--- config.mk ---
export PLATFORM = sky130hd
export DESIGN_NAME = spi_prog_resp
export DESIGN_NICKNAME = d
export VERILOG_FILES = /design/src/rtl/spi_resp_pkg.sv /design/src/rtl/spi_edge_sync.sv /design/src/rtl/spi_frame_shifter.sv /design/src/rtl/spi_cmd_decoder.sv /design/src/rtl/spi_fuse_bank.sv /design/src/rtl/spi_prog_resp.sv
export SDC_FILE = /design/constraint.sdc
export NUM_CORES = 1
export LEC_CHECK = 0
export ABC_AREA = 1
export BUFFER_PORTS_ARGS = -buffer_cell sky130_fd_sc_hd__buf_2
export CAP_MARGIN = 40
export CORE_MARGIN = 4
export CORE_UTILIZATION = 54
export CTS_BUF_LIST = sky130_fd_sc_hd__clkbuf_2
export CTS_CLUSTER_DIAMETER = 150
export DETAILED_ROUTE_END_ITERATION = 7
export PLACE_DENSITY = 0.78
export SYNTH_ARGS = -nofsm -noshare
export SYNTH_HDL_FRONTEND = slang
export SYNTH_HIERARCHICAL = 1
export SYNTH_SLANG_ARGS = --single-unit
--- constraint.sdc ---
create_clock -name clk -period 1.7 [get_ports clk]
set_input_delay 0.17 -clock clk [delete_from_list [all_inputs] [get_ports clk]]
set_output_delay 0.17 -clock clk [all_outputs]
set_load 0.01 [all_outputs]
--- src/rtl/spi_resp_pkg.sv ---
package spi_resp_pkg;
  localparam int unsigned BYTE_W = 8;
  typedef logic [BYTE_W-1:0] byte_t;

  localparam byte_t OPC_FUSE_A  = 8'h50;
  localparam byte_t OPC_FUSE_HI = 8'h58;
  localparam byte_t OPC_CALIB   = 8'h38;
  localparam byte_t SUB_EXT_HI  = 8'h08;
  localparam byte_t SUB_ZERO    = 8'h00;
  localparam byte_t RSP_NONE    = 8'hFF;

  typedef enum logic [2:0] {
    CMD_NONE,
    CMD_EXT,
    CMD_HIGH,
    CMD_LOW,
    CMD_CAL
  } cmd_kind_e;
endpackage

--- src/rtl/spi_edge_sync.sv ---
module spi_edge_sync #(
  parameter int unsigned STAGES = 2
) (
  input  logic clk,
  input  logic rst_n,
  input  logic sck_i,
  input  logic mosi_i,
  input  logic sel_i,
  output logic rise_o,
  output logic fall_o,
  output logic mosi_o,
  output logic sel_o
);
  logic [STAGES-1:0] sck_sr, mosi_sr, sel_sr;
  logic              sck_prev;

  always_ff @(posedge clk) begin
    if (!rst_n) begin
      sck_sr   <= '0;
      mosi_sr  <= '0;
      sel_sr   <= '0;
      sck_prev <= 1'b0;
    end else begin
      sck_sr   <= {sck_sr[STAGES-2:0], sck_i};
      mosi_sr  <= {mosi_sr[STAGES-2:0], mosi_i};
      sel_sr   <= {sel_sr[STAGES-2:0], sel_i};
      sck_prev <= sck_sr[STAGES-1];
    end
  end

  assign sel_o  = sel_sr[STAGES-1];
  assign mosi_o = mosi_sr[STAGES-1];
  assign rise_o = sel_o &  sck_sr[STAGES-1] & ~sck_prev;
  assign fall_o = sel_o & ~sck_sr[STAGES-1] &  sck_prev;
endmodule

--- src/rtl/spi_frame_shifter.sv ---
module spi_frame_shifter
  import spi_resp_pkg::*;
#(
  parameter int unsigned FRAME_BYTES = 4,
  localparam int unsigned SLOT_W = (FRAME_BYTES > 1) ? $clog2(FRAME_BYTES) : 1,
  localparam int unsigned BIT_W  = $clog2(BYTE_W)
) (
  input  logic              clk,
  input  logic              rst_n,
  input  logic              sel_i,
  input  logic              rise_i,
  input  logic              fall_i,
  input  logic              mosi_i,
  input  byte_t             load_i,
  output logic              byte_done_o,
  output byte_t             rx_byte_o,
  output logic [SLOT_W-1:0] slot_o,
  output logic              miso_o
);
  localparam logic [BIT_W-1:0]  LAST_BIT  = BIT_W'(BYTE_W - 1);
  localparam logic [SLOT_W-1:0] LAST_SLOT = SLOT_W'(FRAME_BYTES - 1);

  logic [BIT_W-1:0]  bit_cnt;
  logic [SLOT_W-1:0] slot_q;
  byte_t             rx_sr, tx_sr, pend_q;
  logic              miso_q;

  assign rx_byte_o   = {rx_sr[BYTE_W-2:0], mosi_i};
  assign byte_done_o = rise_i && (bit_cnt == LAST_BIT);

  always_ff @(posedge clk) begin
    if (!rst_n || !sel_i) begin
      bit_cnt <= '0;
      slot_q  <= '0;
      rx_sr   <= '0;
      tx_sr   <= '0;
      pend_q  <= '0;
      miso_q  <= 1'b0;
    end else begin
      if (rise_i) begin
        rx_sr   <= rx_byte_o;
        bit_cnt <= (bit_cnt == LAST_BIT) ? '0 : bit_cnt + BIT_W'(1);
        if (byte_done_o) begin
          slot_q <= (slot_q == LAST_SLOT) ? '0 : slot_q + SLOT_W'(1);
          pend_q <= load_i;
        end
      end
      if (fall_i) begin
        if (bit_cnt == '0) begin
          miso_q <= pend_q[BYTE_W-1];
          tx_sr  <= {pend_q[BYTE_W-2:0], 1'b0};
        end else begin
          miso_q <= tx_sr[BYTE_W-1];
          tx_sr  <= {tx_sr[BYTE_W-2:0], 1'b0};
        end
      end
    end
  end

  assign slot_o = slot_q;
  assign miso_o = miso_q;

  assert_deselect_clears_R10: assert property (@(posedge clk) disable iff (!rst_n)
    !sel_i |=> (bit_cnt == '0 && slot_q == '0 && miso_q == 1'b0));
  assert_miso_moves_on_fall_R2: assert property (@(posedge clk) disable iff (!rst_n)
    (sel_i && !fall_i) |=> $stable(miso_q));
  assert_byte_end_realigns_R2: assert property (@(posedge clk) disable iff (!rst_n)
    (sel_i && byte_done_o) |=> (bit_cnt == '0));
  assert_frame_wraps_R2: assert property (@(posedge clk) disable iff (!rst_n)
    (sel_i && byte_done_o && slot_q == LAST_SLOT) |=> (slot_q == '0));
endmodule

--- src/rtl/spi_cmd_decoder.sv ---
module spi_cmd_decoder
  import spi_resp_pkg::*;
#(
  parameter int unsigned CAL_DEPTH = 4,
  localparam int unsigned CAL_AW = (CAL_DEPTH > 1) ? $clog2(CAL_DEPTH) : 1
) (
  input  byte_t             op_i,
  input  byte_t             sub_i,
  input  byte_t             arg_i,
  output cmd_kind_e         kind_o,
  output logic [CAL_AW-1:0] cal_sel_o
);
  logic arg_hi_clear;
  assign arg_hi_clear = (arg_i[BYTE_W-1:CAL_AW] == '0);
  assign cal_sel_o    = arg_i[CAL_AW-1:0];

  always_comb begin
    kind_o = CMD_NONE;
    if (op_i == OPC_FUSE_A && sub_i == SUB_EXT_HI)
      kind_o = CMD_EXT;
    else if (op_i == OPC_FUSE_HI && sub_i == SUB_EXT_HI)
      kind_o = CMD_HIGH;
    else if (op_i == OPC_FUSE_A && sub_i == SUB_ZERO)
      kind_o = CMD_LOW;
    else if (op_i == OPC_CALIB && sub_i == SUB_ZERO && arg_hi_clear)
      kind_o = CMD_CAL;
  end
endmodule

--- src/rtl/spi_fuse_bank.sv ---
module spi_fuse_bank
  import spi_resp_pkg::*;
#(
  parameter int unsigned CAL_DEPTH = 4,
  localparam int unsigned CAL_AW = (CAL_DEPTH > 1) ? $clog2(CAL_DEPTH) : 1
) (
  input  logic                        clk,
  input  logic                        rst_n,
  input  byte_t                       ext_i,
  input  byte_t                       high_i,
  input  byte_t                       low_i,
  input  logic [CAL_DEPTH*BYTE_W-1:0] cal_i,
  input  cmd_kind_e                   kind_i,
  input  logic [CAL_AW-1:0]           cal_sel_i,
  output byte_t                       rsp_o
);
  byte_t ext_q, high_q, low_q;
  byte_t cal_q [CAL_DEPTH];

  always_ff @(posedge clk) begin
    if (!rst_n) begin
      ext_q  <= ext_i;
      high_q <= high_i;
      low_q  <= low_i;
    end
  end

  for (genvar g = 0; g < CAL_DEPTH; g++) begin : g_cal
    always_ff @(posedge clk) begin
      if (!rst_n) cal_q[g] <= cal_i[g*BYTE_W +: BYTE_W];
    end
  end

  always_comb begin
    unique case (kind_i)
      CMD_EXT:  rsp_o = ext_q;
      CMD_HIGH: rsp_o = high_q;
      CMD_LOW:  rsp_o = low_q;
      CMD_CAL:  rsp_o = (int'(cal_sel_i) < CAL_DEPTH) ? cal_q[cal_sel_i] : RSP_NONE;
      default:  rsp_o = RSP_NONE;
    endcase
  end

  assert_fuses_frozen_R11: assert property (@(posedge clk) disable iff (!rst_n)
    1'b1 |=> ($stable(ext_q) && $stable(high_q) && $stable(low_q)));
  assert_cal_frozen_R11: assert property (@(posedge clk) disable iff (!rst_n)
    1'b1 |=> $stable(cal_q[0]));
endmodule

--- src/rtl/spi_prog_resp.sv ---
module spi_prog_resp
  import spi_resp_pkg::*;
#(
  parameter int unsigned SYNC_STAGES = 2,
  parameter int unsigned CAL_DEPTH   = 4,
  parameter int unsigned FRAME_BYTES = 4,
  localparam int unsigned CAL_AW = (CAL_DEPTH > 1) ? $clog2(CAL_DEPTH) : 1,
  localparam int unsigned SLOT_W = (FRAME_BYTES > 1) ? $clog2(FRAME_BYTES) : 1
) (
  input  logic                        clk,
  input  logic                        rst_n,
  input  logic                        prog_sel_i,
  input  logic                        sck_i,
  input  logic                        mosi_i,
  output logic                        miso_o,
  input  logic [7:0]                  fuse_ext_i,
  input  logic [7:0]                  fuse_high_i,
  input  logic [7:0]                  fuse_low_i,
  input  logic [CAL_DEPTH*8-1:0]      cal_bytes_i
);
  logic              rise, fall, mosi_s, sel_s, byte_done;
  byte_t             rx_byte, op_q, sub_q, rsp, load;
  logic [SLOT_W-1:0] slot;
  cmd_kind_e         kind;
  logic [CAL_AW-1:0] cal_sel;

  spi_edge_sync #(.STAGES(SYNC_STAGES)) u_sync (
    .clk(clk), .rst_n(rst_n), .sck_i(sck_i), .mosi_i(mosi_i), .sel_i(prog_sel_i),
    .rise_o(rise), .fall_o(fall), .mosi_o(mosi_s), .sel_o(sel_s)
  );

  spi_frame_shifter #(.FRAME_BYTES(FRAME_BYTES)) u_shift (
    .clk(clk), .rst_n(rst_n), .sel_i(sel_s), .rise_i(rise), .fall_i(fall),
    .mosi_i(mosi_s), .load_i(load), .byte_done_o(byte_done),
    .rx_byte_o(rx_byte), .slot_o(slot), .miso_o(miso_o)
  );

  always_ff @(posedge clk) begin
    if (!rst_n) begin
      op_q  <= '0;
      sub_q <= '0;
    end else if (byte_done) begin
      if (slot == SLOT_W'(0)) op_q  <= rx_byte;
      if (slot == SLOT_W'(1)) sub_q <= rx_byte;
    end
  end

  spi_cmd_decoder #(.CAL_DEPTH(CAL_DEPTH)) u_dec (
    .op_i(op_q), .sub_i(sub_q), .arg_i(rx_byte), .kind_o(kind), .cal_sel_o(cal_sel)
  );

  spi_fuse_bank #(.CAL_DEPTH(CAL_DEPTH)) u_bank (
    .clk(clk), .rst_n(rst_n), .ext_i(fuse_ext_i), .high_i(fuse_high_i),
    .low_i(fuse_low_i), .cal_i(cal_bytes_i), .kind_i(kind), .cal_sel_i(cal_sel),
    .rsp_o(rsp)
  );

  assign load = (slot == SLOT_W'(FRAME_BYTES - 2)) ? rsp : rx_byte;

  assert_miso_quiet_when_idle_R1: assert property (@(posedge clk) disable iff (!rst_n)
    (!sel_s && !$past(sel_s)) |-> (miso_o == 1'b0));
endmodule

### Word level (Yosys, flattened, before mapping)

Memories as Yosys holds them, arrays and structs flattened.
Index checks and enable logic that the tools add are counted.

* $add $sub $neg: 2
* equal/unequal tests: 12
* multiplexer cells: 11
* bitwise gates (word level): 6
* reduce and logical (&&, ||, !) cells: 16

Operators with widths (number)
* 8-bit one-hot mux with 4 select lines: 1
* 8-bit by 7-bit == test with 1-bit output (second input constant): 2
* 8-bit two-way mux: 2
* 3-bit two-way mux: 5
* 8-bit by 4-bit == test with 1-bit output (second input constant): 1
* 8-bit by 6-bit == test with 1-bit output (second input constant): 1
* 8-bit logical NOT: 1
* 3-bit by 2-bit == test with 1-bit output (second input constant): 2
* 3-bit == test (second input constant): 2
* 1-bit logical AND: 6
* 6-bit logical NOT: 1
* 2-bit AND reduction: 3
* 1-bit AND: 4
* 2-bit == test (second input constant): 2
* 3-bit by 1-bit adder with 3-bit output (second input constant): 1
* 3-bit by 1-bit == test with 1-bit output (second input constant): 1
* 3-bit logical NOT: 1
* 2-bit by 1-bit adder with 2-bit output (second input constant): 1
* 2-bit by 1-bit == test with 1-bit output (second input constant): 1
* 1-bit logical NOT: 2
* 2-bit logical NOT: 1
* 1-bit two-way mux: 2
* 2-bit two-way mux: 1
* 1-bit NOT: 2
* 1-bit logical OR: 1

* register bits after elaboration: 76
* RAM bits: 32
* input bits: 61
* word-level logic and storage cells: 63
* memories: 1

Memories
* u_bank.cal_q: depth 4, width 8, read ports 1, clocked after Yosys merged registers in 0, write ports 4, line spi_fuse_bank.sv:18 `byte_t cal_q [CAL_DEPTH];`

### Logic depth before layout (Yosys ltp)

Gate-level depths: netlist (run 1).

* depth after elaboration: 10
* mapped depth: 17
* mapped depth without buffers: 17

### Modules after synthesis

The synthesis (run 1) kept the hierarchy.

By module, submodules not included
* spi_fuse_bank: instances 1, cells each 203, area each 2412.3 um2, seq. area each 1681.6 um2
* spi_frame_shifter: instances 1, cells each 164, area each 1307.5 um2, seq. area each 560.5 um2
* spi_prog_resp: instances 1, cells each 132, area each 840.8 um2, seq. area each 320.3 um2
* spi_edge_sync: instances 1, cells each 25, area each 207.7 um2, seq. area each 140.1 um2
* spi_cmd_decoder: instances 1, cells each 44, area each 183.9 um2, seq. area each 0.0 um2

### Worst setup path before layout (run 1)

OpenSTA, ideal clock, no wires.

* path kind: register to register
* start: reg sub_q[5]
* end: reg u_shift.pend_q[1]
* library setup time: 0.112 ns
* arrival time: 1.667 ns
* data required time: 1.588 ns
* slack: -0.079 ns
* cell stages (with the launch flop): 17
* path buffers: 0
* clock period less this slack: 1.779 ns
* path through: dfxtp_1 -> nor2_2 -> nand2_1 -> nor2_2 -> inv_1 -> nor2_1 -> inv_2 -> nand2_4 -> inv_4 -> nand3_1 -> nand2_1 -> nor2_1 -> nand2_1 -> inv_1 -> o21ai_2 -> o21ai_2 -> nor2_2

* cells in the longest elaborated chain, start to end: 10
* elaborated cells on any way between the ends: 17
* those cells by class: eq/ne: 5; mux: 6; reduce/logical: 6

Ends and longest elaborated chain
* start, declared: line spi_prog_resp.sv:22 `byte_t rx_byte, op_q, sub_q, rsp, load;`
* start signal, assigned: line spi_prog_resp.sv:44 `if (slot == SLOT_W'(1)) sub_q <= rx_byte;`
* 8-bit logical NOT: line spi_cmd_decoder.sv:23, spi_cmd_decoder.sv:25
* 1-bit logical AND (2 in series): line spi_cmd_decoder.sv:25 `else if (op_i == OPC_CALIB && sub_i == SUB_ZERO && arg_hi_clear)`
* 3-bit two-way mux: line spi_cmd_decoder.sv:25
* 3-bit two-way mux: line spi_cmd_decoder.sv:23 `else if (op_i == OPC_FUSE_A && sub_i == SUB_ZERO)`
* 3-bit two-way mux: line spi_cmd_decoder.sv:21 `else if (op_i == OPC_FUSE_HI && sub_i == SUB_EXT_HI)`
* 3-bit two-way mux *: line spi_cmd_decoder.sv:19 `if (op_i == OPC_FUSE_A && sub_i == SUB_EXT_HI)`
* net kind[2]: line spi_prog_resp.sv:24 `cmd_kind_e kind;`
* 3-bit == test (tied with other cells): line spi_fuse_bank.sv:35 `unique case (kind_i)`
* 8-bit one-hot mux with 4 select lines *: line spi_fuse_bank.sv:35
* net rsp[1]: line spi_prog_resp.sv:22
* 8-bit two-way mux *: line spi_prog_resp.sv:58 `assign load = (slot == SLOT_W'(FRAME_BYTES - 2)) ? rsp : rx_byte;`
* net load[1]: line spi_prog_resp.sv:22
* end signal, assigned: line spi_frame_shifter.sv:45 `pend_q <= load_i;`
* end, declared: line spi_frame_shifter.sv:25 `byte_t rx_sr, tx_sr, pend_q;`

Mark *: on every way through the listed nets, which the timed path passes. The rest lies on a longest branch.
A chain may end at the register's enable or synchronous reset.

### Final worst setup path (run 1)

* start: reg sub_q[1]
* end: reg u_shift.pend_q[3]

* elaborated cells on any way between the ends: 17
* those cells by class: eq/ne: 5; mux: 6; reduce/logical: 6

RTL lines (line)
* 8-bit logical NOT: spi_cmd_decoder.sv:23
* 1-bit logical AND: spi_cmd_decoder.sv:23
* 3-bit two-way mux: spi_cmd_decoder.sv:23
* 3-bit two-way mux: spi_cmd_decoder.sv:21
* 3-bit two-way mux *: spi_cmd_decoder.sv:19
* net kind[0]: spi_prog_resp.sv:24
* 3-bit == test (tied with other cells): spi_fuse_bank.sv:35
* 8-bit one-hot mux with 4 select lines *: spi_fuse_bank.sv:35
* net rsp[3]: spi_prog_resp.sv:22
* 8-bit two-way mux *: spi_prog_resp.sv:58
* net load[3]: spi_prog_resp.sv:22

Marked as above.

==> results of run 1 <==
## cells in the final DEF (no fill, tap or decap), types with 4 or more instances in the layout
master                            n
sky130_fd_sc_hd__a21oi_1         17
sky130_fd_sc_hd__buf_2           61
sky130_fd_sc_hd__buf_4           20
sky130_fd_sc_hd__buf_6            5
sky130_fd_sc_hd__clkbuf_2         9
sky130_fd_sc_hd__dfxtp_1         40
sky130_fd_sc_hd__dfxtp_2         10
sky130_fd_sc_hd__dlygate4sd3_1   60
sky130_fd_sc_hd__edfxtp_1        56
sky130_fd_sc_hd__ha_1             4
sky130_fd_sc_hd__inv_1           54
sky130_fd_sc_hd__inv_2            9
sky130_fd_sc_hd__nand2_1        128
sky130_fd_sc_hd__nand2_2         11
sky130_fd_sc_hd__nand3_1         36
sky130_fd_sc_hd__nand3_2          4
sky130_fd_sc_hd__nand4_1          4
sky130_fd_sc_hd__nor2_1          87
sky130_fd_sc_hd__nor2_2          26
sky130_fd_sc_hd__nor2_4           4
sky130_fd_sc_hd__o21ai_1         10
sky130_fd_sc_hd__o21ai_2         26
## cell families after synthesis
logic type	Yosys count	synth area share
buf+inv	95	0.100
flops	107	0.546
compound gates	54	0.0743
xor+xnor	1	0.00177
simple gates	307	0.268
fa+ha+maj	4	0.0101
## area by class of cell
cell class | instances | share of cell area
sequential | 107 | 0.435
multi-input combinational | 366 | 0.296
timing repair buffer | 149 | 0.188
inverter | 68 | 0.0429
tap | 108 | 0.0216
clock inverter | 7 | 0.00922
clock buffer | 9 | 0.00721
## metrics by stage
step                worst slack [ns]  total power, mW  hold slack [ns]
floorplan                     0.0188             3.03            0.263
global placement              -0.205             3.14            0.346
detailed placement            -0.225             3.15            0.348
CTS                           -0.179             4.32            0.220
global route                  -0.495             4.50            0.176
finish                        -0.424             4.37            0.200
## metal layers
metal | GRT usage | vias up
met5 | 0 | -
met4 | 0.112 | 0
met3 | 0.0566 | 70
met2 | 0.428 | 224
met1 | 0.284 | 2006
li1 | - | 2054
## repair_timing
item	4_1_cts	5_1_grt
endpoints found under the setup margin	8	15
resized for setup	24	22
pin swaps	13	27
hold buffers	60	0
buffers inserted	0	2
endpoints found under the hold margin	65	0
## sequential cells by signal (all words and copies together) (netlist names)
name             flops
op_q                 8
sub_q                8
u_bank/cal_q        32
u_bank/ext_q         8
u_bank/high_q        8
u_bank/low_q         8
u_shift/bit_cnt      3
u_shift/miso_o       1
u_shift/pend_q       8
u_shift/rx_sr        7
u_shift/slot_o       2
u_shift/tx_sr        7
u_sync/mosi_sr       2
u_sync/sck_prev      1
u_sync/sck_sr        2
u_sync/sel_sr        2
## where the power goes
group | switching [mW] | internal [mW]
logic | 0.152 | 0.179
clock network | 0.919 | 0.216
registers | 0.0528 | 2.85
total | 1.12 | 3.24
## worst min-delay path by stage
stage	from	to	slack, ns	cells past startpoint
2_1_floorplan	rst_n	u_sync/mosi_sr[0]	0.26	2
3_3_place_gp	cal_bytes_i[2]	u_bank/cal_q[0][2]	0.35	1
3_5_place_dp	cal_bytes_i[2]	u_bank/cal_q[0][2]	0.35	1
4_1_cts	cal_bytes_i[25]	u_bank/cal_q[3][1]	0.22	2
5_1_grt	cal_bytes_i[20]	u_bank/cal_q[2][4]	0.18	2
6_report	cal_bytes_i[20]	u_bank/cal_q[2][4]	0.20	2
==> results summary, run 1 <==
The flow ran to the end, but the final reports show violations. The final reports fail on negative setup slack. After legalization and detailed placement, the total HPWL measured 7240 µm.

The flip-flop and latch area came out at 2720 µm². The signal on the critical path passes through nor2_2 > nand2_1 > nor2_2 > nand2_2 > nand2_2 > buf_6 > nand2_4 > nor2_4 > nand2_2 > nand2_1 > nor2_1 > nand2_1 > inv_1 > o21ai_2 > o21ai_2 > nor2_2. The violation count after the first detailed-routing iteration is 399. The clock reaches the later pin of the worst-skew pair after 0.64 ns. The number of flops mapped to enable cells by yosys came out at 56. The level count of the clock H-tree came out at 3. TritonCTS built the clock tree. The part of the Yosys area used for sequential elements is 0.546. Across all setup checks in the final design, the least slack found is -0.424 ns.

The total setup violations reported at the end of the flow is 8. The post-synth design cell area came out at 4950 µm². The biggest cell delay along the critical path came out at 0.40 ns. The initial antenna violation count came out at 0. The area used by multi-input combinational logic is 1850 µm².

The iteration count of the initial detailed-routing pass came out at 6. The global route total overflow came out at 0. The minimum setup slack among reg-to-reg paths is -0.42 ns.

The maximum clock frequency is 471 MHz. The floorplan die area came out at 10,800 µm². The worst register-to-register path begins at sub_q[1]. The number of vias per cell after detailed routing is 5.35. The clock root buffer is sky130_fd_sc_hd__clkbuf_2. The post-synth net total is 633. The number of cells on the critical path came out at 16. The mean post-synth cell area came out at 8.72 µm². Of the available clock period, the critical path in the final layout requires 1.25.

Sorting the synthesized cells by how often they occur yields sky130_fd_sc_hd__nand2_1, sky130_fd_sc_hd__nor2_1, sky130_fd_sc_hd__inv_1, sky130_fd_sc_hd__edfxtp_1, sky130_fd_sc_hd__dfxtp_1. The clock tree buffer depth is 2. The maximum net fanout on the critical path came out at 6. After routing, the total negative slack on setup checks comes to -3.06 ns.

The fraction of layout cells with a size suffix above 1 came out at 0.292. Among all cell types in the netlist, the one instantiated most often is sky130_fd_sc_hd__nand2_1. The height of the die came out at 104 µm.

The static leakage came out at 2.70 nW. The via count came out at 4,354. For the pin with the worst max-slew slack, the measured transition is 0.658 ns. STA classifies the critical path endpoint as a flop. Dividing the detail-routed wire length by the instance count gives 16.5 µm.

The number of antenna diodes came out at 0. The number of primary I/O pins came out at 62. The endpoint required time on the critical path is 2.27 ns. Wires add up to 13,500 µm. The via count of the first global-routing pass is 4,336.

After floorplanning, the core was sized to cover 8810 µm². The CTS sink count is 107. The maximum number of pins on one net before global-route repair came out at 39. The clock arrives with 0.0651 ns of skew. Dividing total power by cell area gives a power density of 699 nW/µm². The starting density of the core is 0.562. The finished layout holds 814 standard cells, fillers aside. The post-placement cell area came out at 5400 µm². Yosys printed 6 warnings. The total count of hold-check failures in the final report is 0. The number of buffer cells added on primary ports came out at 61. The top-area cell type share of the netlist area is 0.340. Across the run, the number of max-cap violations was 0.

Detailed routing placed a total of 965 µm of wire on met3. The global-route wire length before repair came out at 21,000 µm. The post-synthesis to final-layout area growth is 26.1%.

The data arrival time of the critical path came out at 2.69 ns. In the synthesized netlist, the number of instances is 568. The critical path is of the flop to flop type. The core utilization of the finished layout is 0.709. Grouping stages by cell kind, the critical path spends the most delay in simple AND/OR/NAND/NOR gates. Routed signal wires occupy layers up through met4.

The count of distinct cell types in the synthesized netlist came out at 30. The final count of pins violating max slew came out at 0. Across the VDD grid, the largest voltage drop is 0.000736 V. Counting I/O delays and the setup requirement, the final critical path takes 2.12 ns. The main flop type after synthesis is sky130_fd_sc_hd__edfxtp_1. Row generation in the floorplan step produced 34 rows.

STA classifies the critical path startpoint as a flop. The end point of the critical path is u_shift/pend_q[3]. After routing the design area is 6240 µm².

The number of buffer and inverter instances along the worst setup path is 2. The cell at the slowest stage of the critical path is sky130_fd_sc_hd__dfxtp_2. Across every metal layer, demand over resource in global routing totals 0.244. The remaining design rule violation count came out at 0. The synthesized design spends more area on one cell type than any other, namely sky130_fd_sc_hd__edfxtp_1. The launch point of the critical path is sub_q[1]. The met2 wire length came out at 6800 µm. In the synthesized netlist the async set-or-reset flop fraction comes to 0. The number of cells traversed by the worst register-to-register path came out at 16. In this run the remaining antenna-violating nets after routing total 0. The final weighted congestion in routability-driven placement came out at 0.887. The fill cell instance count of the final layout came out at 572. The total CTS buffers came out at 9. The net count of the finished layout is 766. The reg-to-reg critical path endpoint is u_shift/pend_q[3]. Setup repair after global routing could not meet its margin everywhere. The path class of the tightest hold or removal check is primary input to flop. In the final routing, the length of wire on met1 measures 5130 µm. The overall die width came out at 104 µm. The total of flip-flops plus latches after synthesis is 107. The normalized max-slew margin came out at 0.562. Sorting the synthesized cells by area gives the leading types as sky130_fd_sc_hd__edfxtp_1, sky130_fd_sc_hd__dfxtp_1, sky130_fd_sc_hd__nand2_1.

Counting tap cells, the placed design contains a total of 736 instances. After clock tree synthesis, the clock-pin slew on the worst setup and hold paths is 0.36 ns.
Power figures use the tool's default switching activity.
==> run 2, diff against run 1 <==
--- a/config.mk
+++ b/config.mk
@@ -8,12 +8,12 @@
 export ABC_AREA = 1
 export BUFFER_PORTS_ARGS = -buffer_cell sky130_fd_sc_hd__buf_2
 export CAP_MARGIN = 40
-export CORE_MARGIN = 4
 export CORE_UTILIZATION = 54
 export CTS_BUF_LIST = sky130_fd_sc_hd__clkbuf_2
 export CTS_CLUSTER_DIAMETER = 150
 export DETAILED_ROUTE_END_ITERATION = 7
 export PLACE_DENSITY = 0.78
+export RECOVER_POWER = 100
 export SYNTH_ARGS = -nofsm -noshare
 export SYNTH_HDL_FRONTEND = slang
 export SYNTH_HIERARCHICAL = 1
==> run 2 against run 1 <==
Critical path depth decreased by 1. Sequential power about the same. Largest cell class unchanged. Sequential cell count unchanged. The flow still finishes with violations (negative setup slack). Utilization is 0.67 points higher. Largest power group unchanged. Register-to-register slack improved by 0.10 ns. Critical endpoint is now u_shift/pend_q[6]. Non-clock buffer count unchanged. Clock skew shrank 0.021 ns. Final cell count stayed put. Die area decreased by 11%. Routed wire length is 3.1% higher. Worst hold slack better by 0.034 ns. Total power is 4.3% higher.
==> results summary, run 2 (synthesized netlist as in run 1, its figures left out) <==
For this design the total switching power over the nets is 1.16 mW. The final reports fail on negative setup slack. The largest clock skew in the final design came out at 0.0439 ns. For this run the aggregate overflow at the end of global routing stands at 0. At the end of the flow the core is filled with cells to 0.716. For this configuration, the core starts out at a cell density of 0.562. The total detailed-routing wirelength came out at 13,900 µm. Data arrives at the worst endpoint at 2.53 ns.

In this run the worst hold path is classified as primary input to flop. The worst hold slack across all endpoints is 0.233 ns. The fraction of layout cells with a size suffix above 1 is 0.278. The normalized max-slew margin is 0.536. TritonCTS built the clock tree.

The total CTS buffers is 9. The minimum setup slack among reg-to-reg paths came out at -0.32 ns. The proportion of power drawn by combinational gates is 0.073.

Pin placement for this block handled 62 I/O pins. The internal power summed over all cells is 3.39 mW. The global-route usage over all layers is 0.286. The maximum clock frequency came out at 495 MHz. For this run, design rule violations remaining after detail routing come to 0. The worst-margin pin slew is 0.697 ns. IR analysis of the VDD net gives a maximum drop of 0.000708 V. The total count of hold-check failures in the final report came to 0. The average wire length per cell after detail routing came out at 17.0 µm. Of the total power, the share spent switching nets is 0.255. The final layout contains 766 nets.

The final clock period utilization by the worst path came out at 1.19. The post-route antenna net violation count came out at 0. The worst hold path passes through 2 cells. Measured along the x axis, the die boundary spans 97.8 µm. The via count of the first global-routing pass came out at 4,249. The time the worst path needs with I/O delays and setup is 2.02 ns.

The library cells used most frequently in the layout, excluding fill and tap cells, are sky130_fd_sc_hd__nand2_1, sky130_fd_sc_hd__nor2_1, sky130_fd_sc_hd__dlygate4sd3_1, sky130_fd_sc_hd__edfxtp_1, sky130_fd_sc_hd__inv_1. The total setup violations reported at the end of the flow is 9. The number of antenna diodes came out at 0. The level count of the clock H-tree came out at 3. In this run the deepest clock path goes through 2 buffers.

The number of cells on the worst reg-to-reg path is 15. Dividing the detail-routed via count by the number of cells gives 5.40. The reg-to-reg critical path endpoint is u_shift/pend_q[6].

The total chip power came out at 4.55 mW. The launch point of the critical path is op_q[5]. The detailed router finished its first iteration with 407 violations. The initial antenna violation count is 0. The global-route wire length before repair came out at 21,000 µm. The area of the core is 8810 µm². The part of the power in registers is 0.637. The tree is rooted in a sky130_fd_sc_hd__clkbuf_2. The clock power share came out at 0.289. At the end of routability-driven placement, the weighted congestion stood at 0.862. The maximum net fanout on the critical path is 8. Input and output buffers added on the ports amount to 61. The type of the worst setup path is flop to flop. The finished layout cell area came out at 6300 µm².

Setup repair after global routing could not meet its margin everywhere. The library cell used most frequently in the layout, excluding fill and tap cells, is sky130_fd_sc_hd__nand2_1. Ranked by flip-flop count, first place goes to u_bank/cal_q. The detailed placement HPWL came out at 7040 µm. The max capacitance violation total is 0.

The CTS sink count came out at 107. The static leakage came out at 2.69 nW. The clock latency of the later-clocked register in the worst-skew pair came out at 0.61 ns. In this run the vertical extent of the chip is 97.8 µm. Entering global routing, the biggest net connects 38 pins.

The critical path ends at u_shift/pend_q[6]. The clock input transition at the sequential cells of the worst setup and hold paths came out at 0.33 ns. STA classifies the critical path startpoint as a flop. The number of flip-flops in the largest register came out at 32. STA classifies the critical path endpoint as a flop.

The post-route worst setup slack came out at -0.321 ns. The flow ran to the end, but the final reports show violations. The iteration count of the initial detailed-routing pass came out at 6.

In this run the critical register-to-register path is launched from op_q[5]. The post-placement cell area came out at 5390 µm². The post-placement setup slack is -0.314 ns.

The post-synthesis to final-layout area growth came out at 27.3%. The total power per unit cell area came out at 723 nW/µm². The floorplan has 34 rows. The final count of pins violating max slew came to 0. The routed layout has 4,397 vias. At the worst endpoint, the required time is 2.21 ns. The floorplan die area is 9560 µm².
run 2: cell types whose count changed in the layout (fill, tap and decap cells not counted), sizes merged:
cell / before / now
buf: 89 / 74
clkbuf: 9 / 24
clkinvlp: 3 / 2
bufinv: 0 / 1
inv: 70 / 71
clkinv: 2 / 1
run 2: worst min-delay path by stage:
| stage | start | endpoint | slack (ns) |
|---|---|---|---|
| global placement | cal_bytes_i[4] | u_bank/cal_q[0][4] | 0.35 |
| finish | fuse_low_i[4] | u_bank/low_q[4] | 0.23 |
| CTS | cal_bytes_i[28] | u_bank/cal_q[3][4] | 0.24 |
| global route | cal_bytes_i[28] | u_bank/cal_q[3][4] | 0.20 |
| floorplan | rst_n | u_sync/mosi_sr[0] | 0.26 |
| detailed placement | cal_bytes_i[3] | u_bank/cal_q[0][3] | 0.35 |
run 2: metal layers:
metal,wire length (µm),track usage,part of all wire,vias up
met1,5140,0.337,0.37,2011
met4,387,0.125,0.028,0
met5,0,0,0,-
met2,7210,0.513,0.52,289
li1,-,-,-,2058
met3,1130,0.0515,0.081,39
run 2: final cells by class:
type / instances / area (µm²)
Sequential cell: 107 / 2720
Fill cell: 582 / 2500
Multi-Input combinational cell: 366 / 1890
Timing Repair Buffer: 149 / 1170
Inverter: 68 / 268
Tap cell: 108 / 135
Clock inverter: 7 / 82.6
Clock buffer: 9 / 45.0
run 2: worst max-delay path, stage by stage, from the launching register on:
cell and delay [ns]:
sky130_fd_sc_hd__dfxtp_2 0.40, sky130_fd_sc_hd__nor2_1 0.11, sky130_fd_sc_hd__nand2_1 0.10, sky130_fd_sc_hd__nor2_1 0.20
sky130_fd_sc_hd__nand2_1 0.10, sky130_fd_sc_hd__nand2_2 0.10, sky130_fd_sc_hd__buf_12 0.16, sky130_fd_sc_hd__o21ai_4 0.08
sky130_fd_sc_hd__nand2_8 0.11, sky130_fd_sc_hd__nand2_2 0.07, sky130_fd_sc_hd__nor2_2 0.14, sky130_fd_sc_hd__nand2_1 0.08
sky130_fd_sc_hd__inv_1 0.06, sky130_fd_sc_hd__o21ai_2 0.05, sky130_fd_sc_hd__o21ai_1 0.13, sky130_fd_sc_hd__nor2_1 0.05
run 2: power groups by stage:
stage | registers (mW) | clock network, mW | logic (mW)
2_1_floorplan | 2.93 | 0 | 0.106
3_3_place_gp | 2.94 | 0 | 0.197
3_5_place_dp | 2.94 | 0 | 0.202
4_1_cts | 2.89 | 1.28 | 0.307
5_1_grt | 2.91 | 1.41 | 0.358
6_report | 2.90 | 1.32 | 0.333
run 2: through the flow:
stage / setup TNS (ns) / instances
floorplan: 0 / 568
global placement: -1.66 / 733
detailed placement: -2.14 / 733
CTS: -1.54 / 810
global route: -4.49 / 814
finish: -2.30 / 814
run 2: what timing repair did:
item,in CTS,in global routing
resized for setup,17,35
pin swaps,10,13
buffers inserted,1,3
endpoints found under the hold margin,65,0
endpoints found under the setup margin,8,19
cloned,0,1
hold buffers,60,0
